===== config.mk =====
export PLATFORM = sky130hd
export DESIGN_NAME = otp_access_timer
export DESIGN_NICKNAME = d
export VERILOG_FILES = /design/src/rtl/otp_access_timer.sv
export SDC_FILE = /design/constraint.sdc
export NUM_CORES = 1
export LEC_CHECK = 0
export BUFFER_PORTS_ARGS = -buffer_cell sky130_fd_sc_hd__buf_2
export CAP_MARGIN = 40
export CORE_MARGIN = 4
export CORE_UTILIZATION = 40
export DETAILED_ROUTE_END_ITERATION = 16
export SETUP_SLACK_MARGIN = 0.4
export SYNTH_ARGS = -nofsm -noshare
export SYNTH_HDL_FRONTEND = slang
export SYNTH_SLANG_ARGS = --single-unit

===== constraint.sdc =====
create_clock -name clk -period 1.4 [get_ports clk]
set_input_delay 0.14 -clock clk [delete_from_list [all_inputs] [get_ports clk]]
set_output_delay 0.14 -clock clk [all_outputs]
set_load 0.02 [all_outputs]

===== src/rtl/otp_access_timer.sv =====
module otp_access_timer #(
    parameter int ADDR_W = 8,
    parameter int T_ACC  = 4,
    parameter int T_OE   = 2
) (
    input  logic              clk,
    input  logic              rst_n,
    input  logic              ce_n,
    input  logic              oe_n,
    input  logic [ADDR_W-1:0] addr,
    input  logic              id_hv,
    output logic              ready
);
    localparam int ACC_W = $clog2(T_ACC + 1);
    localparam int OE_W  = $clog2(T_OE + 1);
    localparam logic [ACC_W-1:0] ACC_FULL = ACC_W'(T_ACC);
    localparam logic [OE_W-1:0]  OE_FULL  = OE_W'(T_OE);

    logic [ACC_W-1:0]  acc_q, acc_nx;
    logic [OE_W-1:0]   oe_q, oe_nx;
    logic [ADDR_W-1:0] addr_q;
    logic              hv_q;
    logic              moved;

    always_comb begin
        moved = (addr != addr_q) || (id_hv != hv_q);
        if (ce_n || moved)          acc_nx = '0;
        else if (acc_q == ACC_FULL) acc_nx = acc_q;
        else                        acc_nx = acc_q + 1'b1;
        if (oe_n)                   oe_nx = '0;
        else if (oe_q == OE_FULL)   oe_nx = oe_q;
        else                        oe_nx = oe_q + 1'b1;
        ready = !ce_n && !oe_n && (acc_nx == ACC_FULL) && (oe_nx == OE_FULL);
    end

    always_ff @(posedge clk or negedge rst_n) begin
        if (!rst_n) begin
            acc_q  <= '0;
            oe_q   <= '0;
            addr_q <= '0;
            hv_q   <= 1'b0;
        end else begin
            acc_q  <= acc_nx;
            oe_q   <= oe_nx;
            addr_q <= addr;
            hv_q   <= id_hv;
        end
    end
endmodule


==> results of run 1 <==
sequential cells by signal, indices dropped and copies added (netlist names):
register,cells
addr_q,8
hv_q,1
oe_q,2
acc_q,3
metrics by stage:
step	instances	setup WS (ns)	util [%]	TNS, ns	power (mW)
after floorplan	50	-0.197	-	-0.197	0.491
after global placement	84	-0.298	53.8	-0.470	0.529
after detailed placement	84	-0.315	53.8	-0.568	0.531
after CTS	98	-0.595	65.1	-1.04	0.844
after global routing	100	-0.692	67.9	-1.69	0.895
final	100	-0.574	67.9	-1.29	0.837
synth_stat cells (all sizes together):
cell type / instances
nor2: 4
nor2b: 2
xnor2: 9
a31oi: 1
inv: 5
nor3: 2
nand2: 4
xor2: 1
ha: 3
or4: 1
nand4: 2
dfrtp: 14
o32ai: 1
and4bb: 1
kinds of logic after synthesis:
logic type                 synth area share [%]
AOI/OAI and AO/OA                          2.51
xor gates and xnor gates                   14.6
adders and majority gates                  6.28
buffers and inverters                      3.14
DFF                                        58.6
and+or+nand+nor                            14.9
final cells by class:
class / count / share of cell area (%)
Clock buffer: 4 / 3.96
Multi-Input combinational cell: 31 / 27.7
Tap cell: 15 / 2.05
Inverter: 5 / 2.05
Timing Repair Buffer: 31 / 26.1
Sequential cell: 14 / 38.2
worst max-delay path, cell delays in order (launching register included):
cell      delay (ns)
dfrtp_1         0.38
xnor2_1         0.15
nand4_1         0.11
or4_4           0.49
and4bb_2        0.31
buf_6           0.11
repair_timing:
item / in CTS / in global routing
pin swaps: 3 / 1
endpoints found under the hold margin: 23 / 1
setup endpoints to repair: 4 / 4
hold buffers: 9 / 1
gates resized for setup: 5 / 4
setup buffers: 1 / 1
routing by layer:
metal | vias up | track usage (%) | wire (um)
met2 | 12 | 22.5 | 495
li1 | 233 | - | -
met4 | 0 | 6.63 | 22
met5 | - | 0 | 0
met3 | 4 | 7.03 | 75
met1 | 204 | 14.9 | 450
report_power, final:
part	internal, mW	switching, mW	leakage (nW)
Combinational	0.0674	0.0438	0.223
Sequential	0.428	0.00895	0.173
Clock	0.158	0.131	0.0210
worst min path at each step:
| stage | to | slack, ns | cells after the start | start |
|---|---|---|---|---|
| after floorplan | acc_q[0] | -0.16 | 0 | rst_n |
| final | oe_q[0] | 0.01 | 2 | oe_n |
| after detailed placement | addr_q[2] | 0.05 | 1 | rst_n |
| after CTS | addr_q[1] | -0.02 | 1 | addr[1] |
| after global routing | oe_q[0] | 0.007 | 2 | oe_n |
| after global placement | addr_q[2] | 0.05 | 1 | rst_n |
==> flow_metrics.tcl, run 1 <==
set metrics [dict create \
    critPathLaunch "addr_q[0]" \
    slew_violations 0 \
    track_usage_pct 13.9 \
    clkSinkCount 14 \
    hold_class "primary input to register" \
    clk_pin_slew_ns 0.08 \
    hold_viol 0 \
    slew_headroom_pct 80.1 \
    routed_via_density 4.53 \
    critPathMaxFanout 2 \
    die_h_um 46.7 \
    finalSetupViolCount 4 \
    netlist_instances 50 \
    placed_area_um2 727 \
    rr_startpoint "addr_q[0]" \
    nNetsFinal 102 \
    reg2regPathDepth 7 \
    multiInputGateArea_um2 254 \
    p_per_area_nw_per_um2 913 \
    gp_congestion 0.700 \
    cp.required_ns 1.26 \
    antennaDiodeCount 0 \
    mostFrequentLayoutCell "dfrtp_1" \
    route.detailed.drc 0 \
    antenna_found_initial 0 \
    synth_top_area_share_pct 58.6 \
    die_area_um2 2180 \
    seqCellArea_um2 350 \
    wire_per_inst_um 10.4 \
    coreArea_um2 1350 \
    ys_top_cells_by_area "dfrtp_1, xnor2_1, ha_1" \
    cts_buffer_depth 2 \
    dp.final_hpwl_um 735 \
    avgSynthCellArea_um2 12.0 \
    max_slew.worst_pin.slew_ns 0.298 \
    finalCritPeriodShare_pct 141 \
    ios 14 \
    synth_area_um2 598 \
    area_growth_pct 53.3 \
    io_buffers 13 \
    yosysSeqAreaShare_pct 58.6 \
    start_util_pct 44.3 \
    start_kind "register" \
    end_kind "primary output" \
    cts_root_buf "clkbuf_4" \
    die_width_um 46.7 \
    cap_violations 0 \
    rrSetupSlack_ns -0.27 \
    n_fill_cell 113 \
    postLayoutCellArea_um2 917 \
    synth_cell_types 14 \
    ys_ff_latch 14 \
    arrival_ns 1.83 \
    clock_latency_ns 0.28 \
    htreeDepth 1 \
    grt_pass1_vias 504 \
    setup_ws_ns -0.574 \
    cts_tree "done" \
    synth_top_area_cell "dfrtp_1" \
    yosysWarnings 0 \
    cts_buffers 3 \
    drt-initial-drc-count 3 \
    drive_gt1_share_pct 37.6 \
    fmax_mhz 507 \
    syn_nets 66 \
    rows 13 \
    final_cell_mix "dfrtp_1, buf_2, dlygate4sd3_1, xnor2_1, buf_4" \
    rsz0062_at_grt "true" \
    grt_max_degree 15 \
    antenna_left 0 \
    drt_wl_total_mm 1.04 \
    min_period_ns 1.97 \
    reg2reg_to "acc_q[2]" \
    status "finished with violations" \
    cp-endpoint "ready" \
    violations "setup timing" \
    hold_ws_ns 0.0137 \
    path_class "register to primary output" \
    grt.overflow.total 0 \
    first_pass_iters 3 \
    leakagePower_nw 0.417 \
    skew_ns 0.00208 \
    grt_pass1_wl_mm 1.99 \
    peakVddDrop_v 0.000977 \
    num_vias 453 \
]
Power figures use the tool's default switching activity.
==> inputs of run 2 (changes only) <==
==> constraint.sdc (replaced) <==
create_clock -name clk -period 2.3 [get_ports clk]
set_input_delay 0.23 -clock clk [delete_from_list [all_inputs] [get_ports clk]]
set_output_delay 0.23 -clock clk [all_outputs]
set_load 0.02 [all_outputs]
==> run 2 against run 1 <==
Compared with the run above:
- the flow now finishes without violations
- wire length is 15% lower
- final cell count is 17% lower
- cell area is 20% lower
- die area stayed put
- flip-flop and latch count stayed put
- clock skew is 0.0043 ns higher
- clock power is 40% lower
- setup slack better by 0.81 ns
- sequential share of layout area is 9.7 points higher
- via count is 17% lower
- total power is 41% lower
- largest cell class unchanged
==> flow_metrics.tcl, run 2 (synthesized netlist as in run 1, its figures left out) <==
set metrics [dict create \
    coreArea_um2 1350 \
    num_vias 376 \
    largest_reg_flops 8 \
    arrival_ns 1.84 \
    grt_util_met2_pct 15.4 \
    antenna_left 0 \
    drt-initial-drc-count 4 \
    path_class "register to primary output" \
    top_usage_layer "met2" \
    reg2regPathDepth 4 \
    grt.overflow.total 0 \
    clkSinkCount 14 \
    reg_top3 "addr_q x8, acc_q x3, oe_q x2" \
    cp-endpoint "ready" \
    slew_headroom_pct 79.6 \
    placed_area_um2 682 \
    utilization_pct 54.1 \
    die_width_um 46.7 \
    use_met3_pct 7.03 \
    cp.required_ns 2.07 \
    antennaDiodeCount 0 \
    peakVddDrop_v 0.000397 \
    nNetsFinal 85 \
    grt_pass1_wl_mm 1.37 \
    die_area_um2 2180 \
    io_buffers 13 \
    clock_latency_ns 0.28 \
    start_kind "register" \
    finalSetupViolCount 0 \
    postLayoutCellArea_um2 731 \
    cts_buffer_depth 2 \
    start_util_pct 44.3 \
    cap_violations 0 \
    grt_max_degree 15 \
    mostFrequentLayoutCell "dfrtp_1" \
    ios 14 \
    end_kind "primary output" \
    status "finished, final reports clean" \
    dpl.cell_count 78 \
    rsz0062_at_grt "true" \
    critPathMaxFanout 4 \
    wire_per_inst_um 10.7 \
    gp_congestion 0.757 \
    largest_register "addr_q" \
    final_cell_mix "dfrtp_1, buf_2, xnor2_1, inv_1" \
    p_per_area_nw_per_um2 671 \
    cts_buffers 3 \
    die_h_um 46.7 \
    drt_wl_total_um 888 \
    slew_violations 0 \
    reg2reg_to "acc_q[2]" \
    stdcell_count 83 \
    route.detailed.drc 0 \
    rows 13 \
    clk_pin_slew_ns 0.08 \
    critPathLaunch "addr_q[1]" \
    hold_viol 0 \
    grt_pass1_vias 353 \
    first_pass_iters 4 \
    min_period_ns 2.07 \
    htreeDepth 1 \
    met1_usage_pct 10.3 \
    rr_startpoint "addr_q[1]" \
    area_growth_pct 22.2 \
    final.setup.tns_ns 0 \
    cts_tree "done" \
    cts_root_buf "clkbuf_4" \
    fmax_mhz 484 \
    finalCritPeriodShare_pct 89.9 \
    antenna_found_initial 0 \
    skew_ns 0.00637 \
    leakagePower_nw 0.326 \
    rrSetupSlack_ns 0.87 \
    max_slew.worst_pin.slew_ns 0.306 \
    track_usage_pct 9.58 \
    hold_ws_ns 0.0787 \
    routed_via_density 4.53 \
    hold_class "primary input to register" \
    drive_gt1_share_pct 27.9 \
]
[run 2: per-layer routing]
layer,part of all wire (%),routed length [um]
met5,0,0
met4,0.68,6
met3,8.6,76
met2,46,406
met1,45,399
[run 2: worst min path at each step]
stage | slack, ns | cells past startpoint | from | endpoint
after floorplan | -0.07 | 0 | rst_n | acc_q[0]
after global placement | 0.14 | 1 | rst_n | addr_q[2]
after detailed placement | 0.14 | 1 | rst_n | addr_q[2]
after CTS | 0.07 | 1 | addr[5] | addr_q[5]
after global routing | 0.05 | 1 | addr[4] | addr_q[4]
final | 0.08 | 1 | addr[5] | addr_q[5]
[run 2: per-stage QoR]
step	total power, mW	setup WS, ns
after floorplan	0.299	0.613
after global placement	0.322	0.489
after detailed placement	0.323	0.483
after CTS	0.501	0.205
after global routing	0.521	0.0911
final	0.491	0.233
[run 2: cell type report]
| class | instances | area, um2 |
|---|---|---|
| clock buffers | 4 | 36.3 |
| fillers | 115 | 619 |
| inverters | 5 | 18.8 |
| multi-input cells | 31 | 229 |
| flip-flops and latches | 14 | 350 |
| well taps | 15 | 18.8 |
| repair buffers | 14 | 77.6 |
[run 2: what timing repair did]
item,CTS,global route
buffers inserted,0,0
endpoints found under the setup margin,1,1
pin swaps,2,1
endpoints found under the hold margin,14,0
resized for setup,1,0
hold buffers,1,0
[run 2: where the power goes]
| group | internal (mW) | switching, mW | leakage [nW] |
|---|---|---|---|
| combinational | 0.0288 | 0.0242 | 0.132 |
| clock | 0.0962 | 0.0764 | 0.0210 |
| sequential | 0.260 | 0.00471 | 0.173 |
[run 2: worst max-delay path, stage by stage (launching register included)]
cell,delay (ns)
dfrtp_1,0.38
xnor2_1,0.14
nand4_1,0.11
or4_4,0.51
and4bb_2,0.30
buf_4,0.13
==> inputs of run 3 (changes only) <==
--- a/config.mk
+++ b/config.mk
@@ -5,11 +5,11 @@
 export SDC_FILE = /design/constraint.sdc
 export NUM_CORES = 1
 export LEC_CHECK = 0
-export BUFFER_PORTS_ARGS = -buffer_cell sky130_fd_sc_hd__buf_2
 export CAP_MARGIN = 40
 export CORE_MARGIN = 4
 export CORE_UTILIZATION = 40
 export DETAILED_ROUTE_END_ITERATION = 16
+export DONT_BUFFER_PORTS = 1
 export SETUP_SLACK_MARGIN = 0.4
 export SYNTH_ARGS = -nofsm -noshare
 export SYNTH_HDL_FRONTEND = slang
==> run 3 against run 2 <==
Compared with the run above:
- cell area up 4.5%
- flip-flop and latch count unchanged
- critical path type unchanged
- clock skew fell by 0.0048 ns
==> flow_metrics.tcl, run 3 (synthesized netlist as in run 1, its figures left out) <==
set metrics [dict create \
    die_area_um2 2180 \
    rr_startpoint "addr_q[0]" \
    first_pass_iters 4 \
    peakVddDrop_v 0.000417 \
    final.setup.tns_ns 0 \
    placed_area_um2 617 \
    routed_via_density 4.91 \
    n_fill_cell 118 \
    route.detailed.drc 0 \
    p_per_area_nw_per_um2 641 \
    cts_tree "done" \
    power_switching_mw 0.0997 \
    status "finished, final reports clean" \
    htreeDepth 1 \
    grt_pass1_wl_mm 1.86 \
    start_kind "register" \
    worstPathCellList "xnor2_1 -> nand4_1 -> or4_4 -> and4bb_2" \
    grt.overflow.total 0 \
    postLayoutCellArea_um2 763 \
    highest_layer "met3" \
    seqPwrFrac_pct 54.2 \
    combPwrFrac_pct 11.0 \
    slew_violations 0 \
    critPathLaunch "addr_q[0]" \
    finalSetupViolCount 0 \
    die_h_um 46.7 \
    hold_viol 0 \
    drt-initial-drc-count 4 \
    mostFrequentLayoutCell "dfrtp_1" \
    drive_gt1_share_pct 9.23 \
    largest_register "addr_q" \
    total_power_mw 0.490 \
    wire_per_inst_um 12.1 \
    rsz0062_at_grt "true" \
    slew_headroom_pct 59.3 \
    grt_pass1_vias 449 \
    clkSinkCount 14 \
    skew_ns 0.00157 \
    reg_top3 "addr_q x8, acc_q x3, oe_q x2" \
    critPathMaxFanout 4 \
    antenna_left 0 \
    gp_congestion 0.799 \
    dr_wl_met3_um 88 \
    leakagePower_nw 0.315 \
    cts_root_buf "clkbuf_4" \
    num_vias 393 \
    internal-power_mw 0.390 \
    final_cell_mix "dfrtp_1, dlygate4sd3_1, xnor2_1, inv_1" \
    area_growth_pct 27.6 \
    die_width_um 46.7 \
    nNetsFinal 82 \
    grt_max_degree 15 \
    rows 13 \
    pwr-share-clk_pct 34.8 \
    max_slew.worst_pin.slew_ns 0.608 \
    ctsResizeCount 0 \
    utilization_pct 56.5 \
    finalCritPeriodShare_pct 88.8 \
    antenna_found_initial 0 \
    cts_setup_buffers 0 \
    end_kind "primary output" \
    max_stage_delay_ns 0.51 \
    arrival_ns 1.81 \
    path_buf_inv 0 \
    wirelength_met1_um 385 \
    min_period_ns 2.04 \
    clock_latency_ns 0.27 \
    fmax_mhz 490 \
    hold_class "primary input to register" \
    clk_pin_slew_ns 0.08 \
    hold_start "oe_n" \
    cts_buffer_depth 2 \
    coreArea_um2 1350 \
    cap_violations 0 \
    track_usage_pct 13.0 \
    cp.required_ns 2.07 \
    ios 14 \
    antennaDiodeCount 0 \
    cts_buffers 3 \
    wl_met2_um 490 \
    swShare_pct 20.4 \
    start_util_pct 44.3 \
    dp.final_hpwl_um 663 \
    largest_reg_flops 8 \
    io_buffers 0 \
    drt_wl_total_um 964 \
    path_class "register to primary output" \
    cp_top_family "simple AND/OR/NAND/NOR gates" \
    critPathSlowestCell "or4_4" \
]
[run 3: worst paths after layout]
path | depth (start not counted) | slack (ns) | to
setup / recovery | 4 | 0.26 | ready
hold / removal | 1 | 0.03 | oe_q[1]
setup reg to reg | 4 | 0.86 | acc_q[2]
max in group asynchronous | 1 | 1.51 | addr_q[5]
hold reg to reg | 2 | 0.63 | acc_q[0]
min in group asynchronous | 1 | 0.40 | addr_q[3]
[run 3: cell type report]
type / count / area (um2) / share of cell area [%]
clock buffers: 4 / 36.3 / 4.75
inverters: 5 / 18.8 / 2.46
multi-input cells: 31 / 229 / 30.0
flip-flops and latches: 14 / 350 / 45.9
well taps: 15 / 18.8 / 2.46
repair buffers: 11 / 110 / 14.4
[run 3: worst reg2reg max path: cells and delay by family, from the launching register on]
kind	cells	cell delay [ns]
xor+xnor	1	0.16
flops	1	0.38
simple gates	3	0.82
[run 3: metrics by stage]
step,worst slack [ns],instances,hold slack [ns]
finish,0.258,80,0.0252
floorplan,0.613,50,-0.0656
global placement,0.554,65,-0.0653
detailed placement,0.551,65,-0.0653
global route,0.145,80,0.00472
CTS,0.239,80,0.0151
[run 3: power by group through the flow]
stage | clock network (mW) | registers, mW | logic, mW
5_1_grt | 0.190 | 0.267 | 0.0640
4_1_cts | 0.180 | 0.265 | 0.0552
2_1_floorplan | 0 | 0.270 | 0.0290
3_5_place_dp | 0 | 0.271 | 0.0353
6_report | 0.170 | 0.265 | 0.0540
3_3_place_gp | 0 | 0.270 | 0.0342
[run 3: timing repair]
action	4_1_cts	5_1_grt
hold endpoints to repair	24	0
gates cloned	0	0
setup endpoints to repair	1	1
pin swaps	0	2
hold buffers	11	0
[run 3: metal layers]
layer | GRT usage, % | up-vias
li1 | - | 193
met1 | 15.3 | 185
met2 | 20.9 | 15
met3 | 6.64 | 0
met4 | 3.31 | 0
met5 | 0 | -
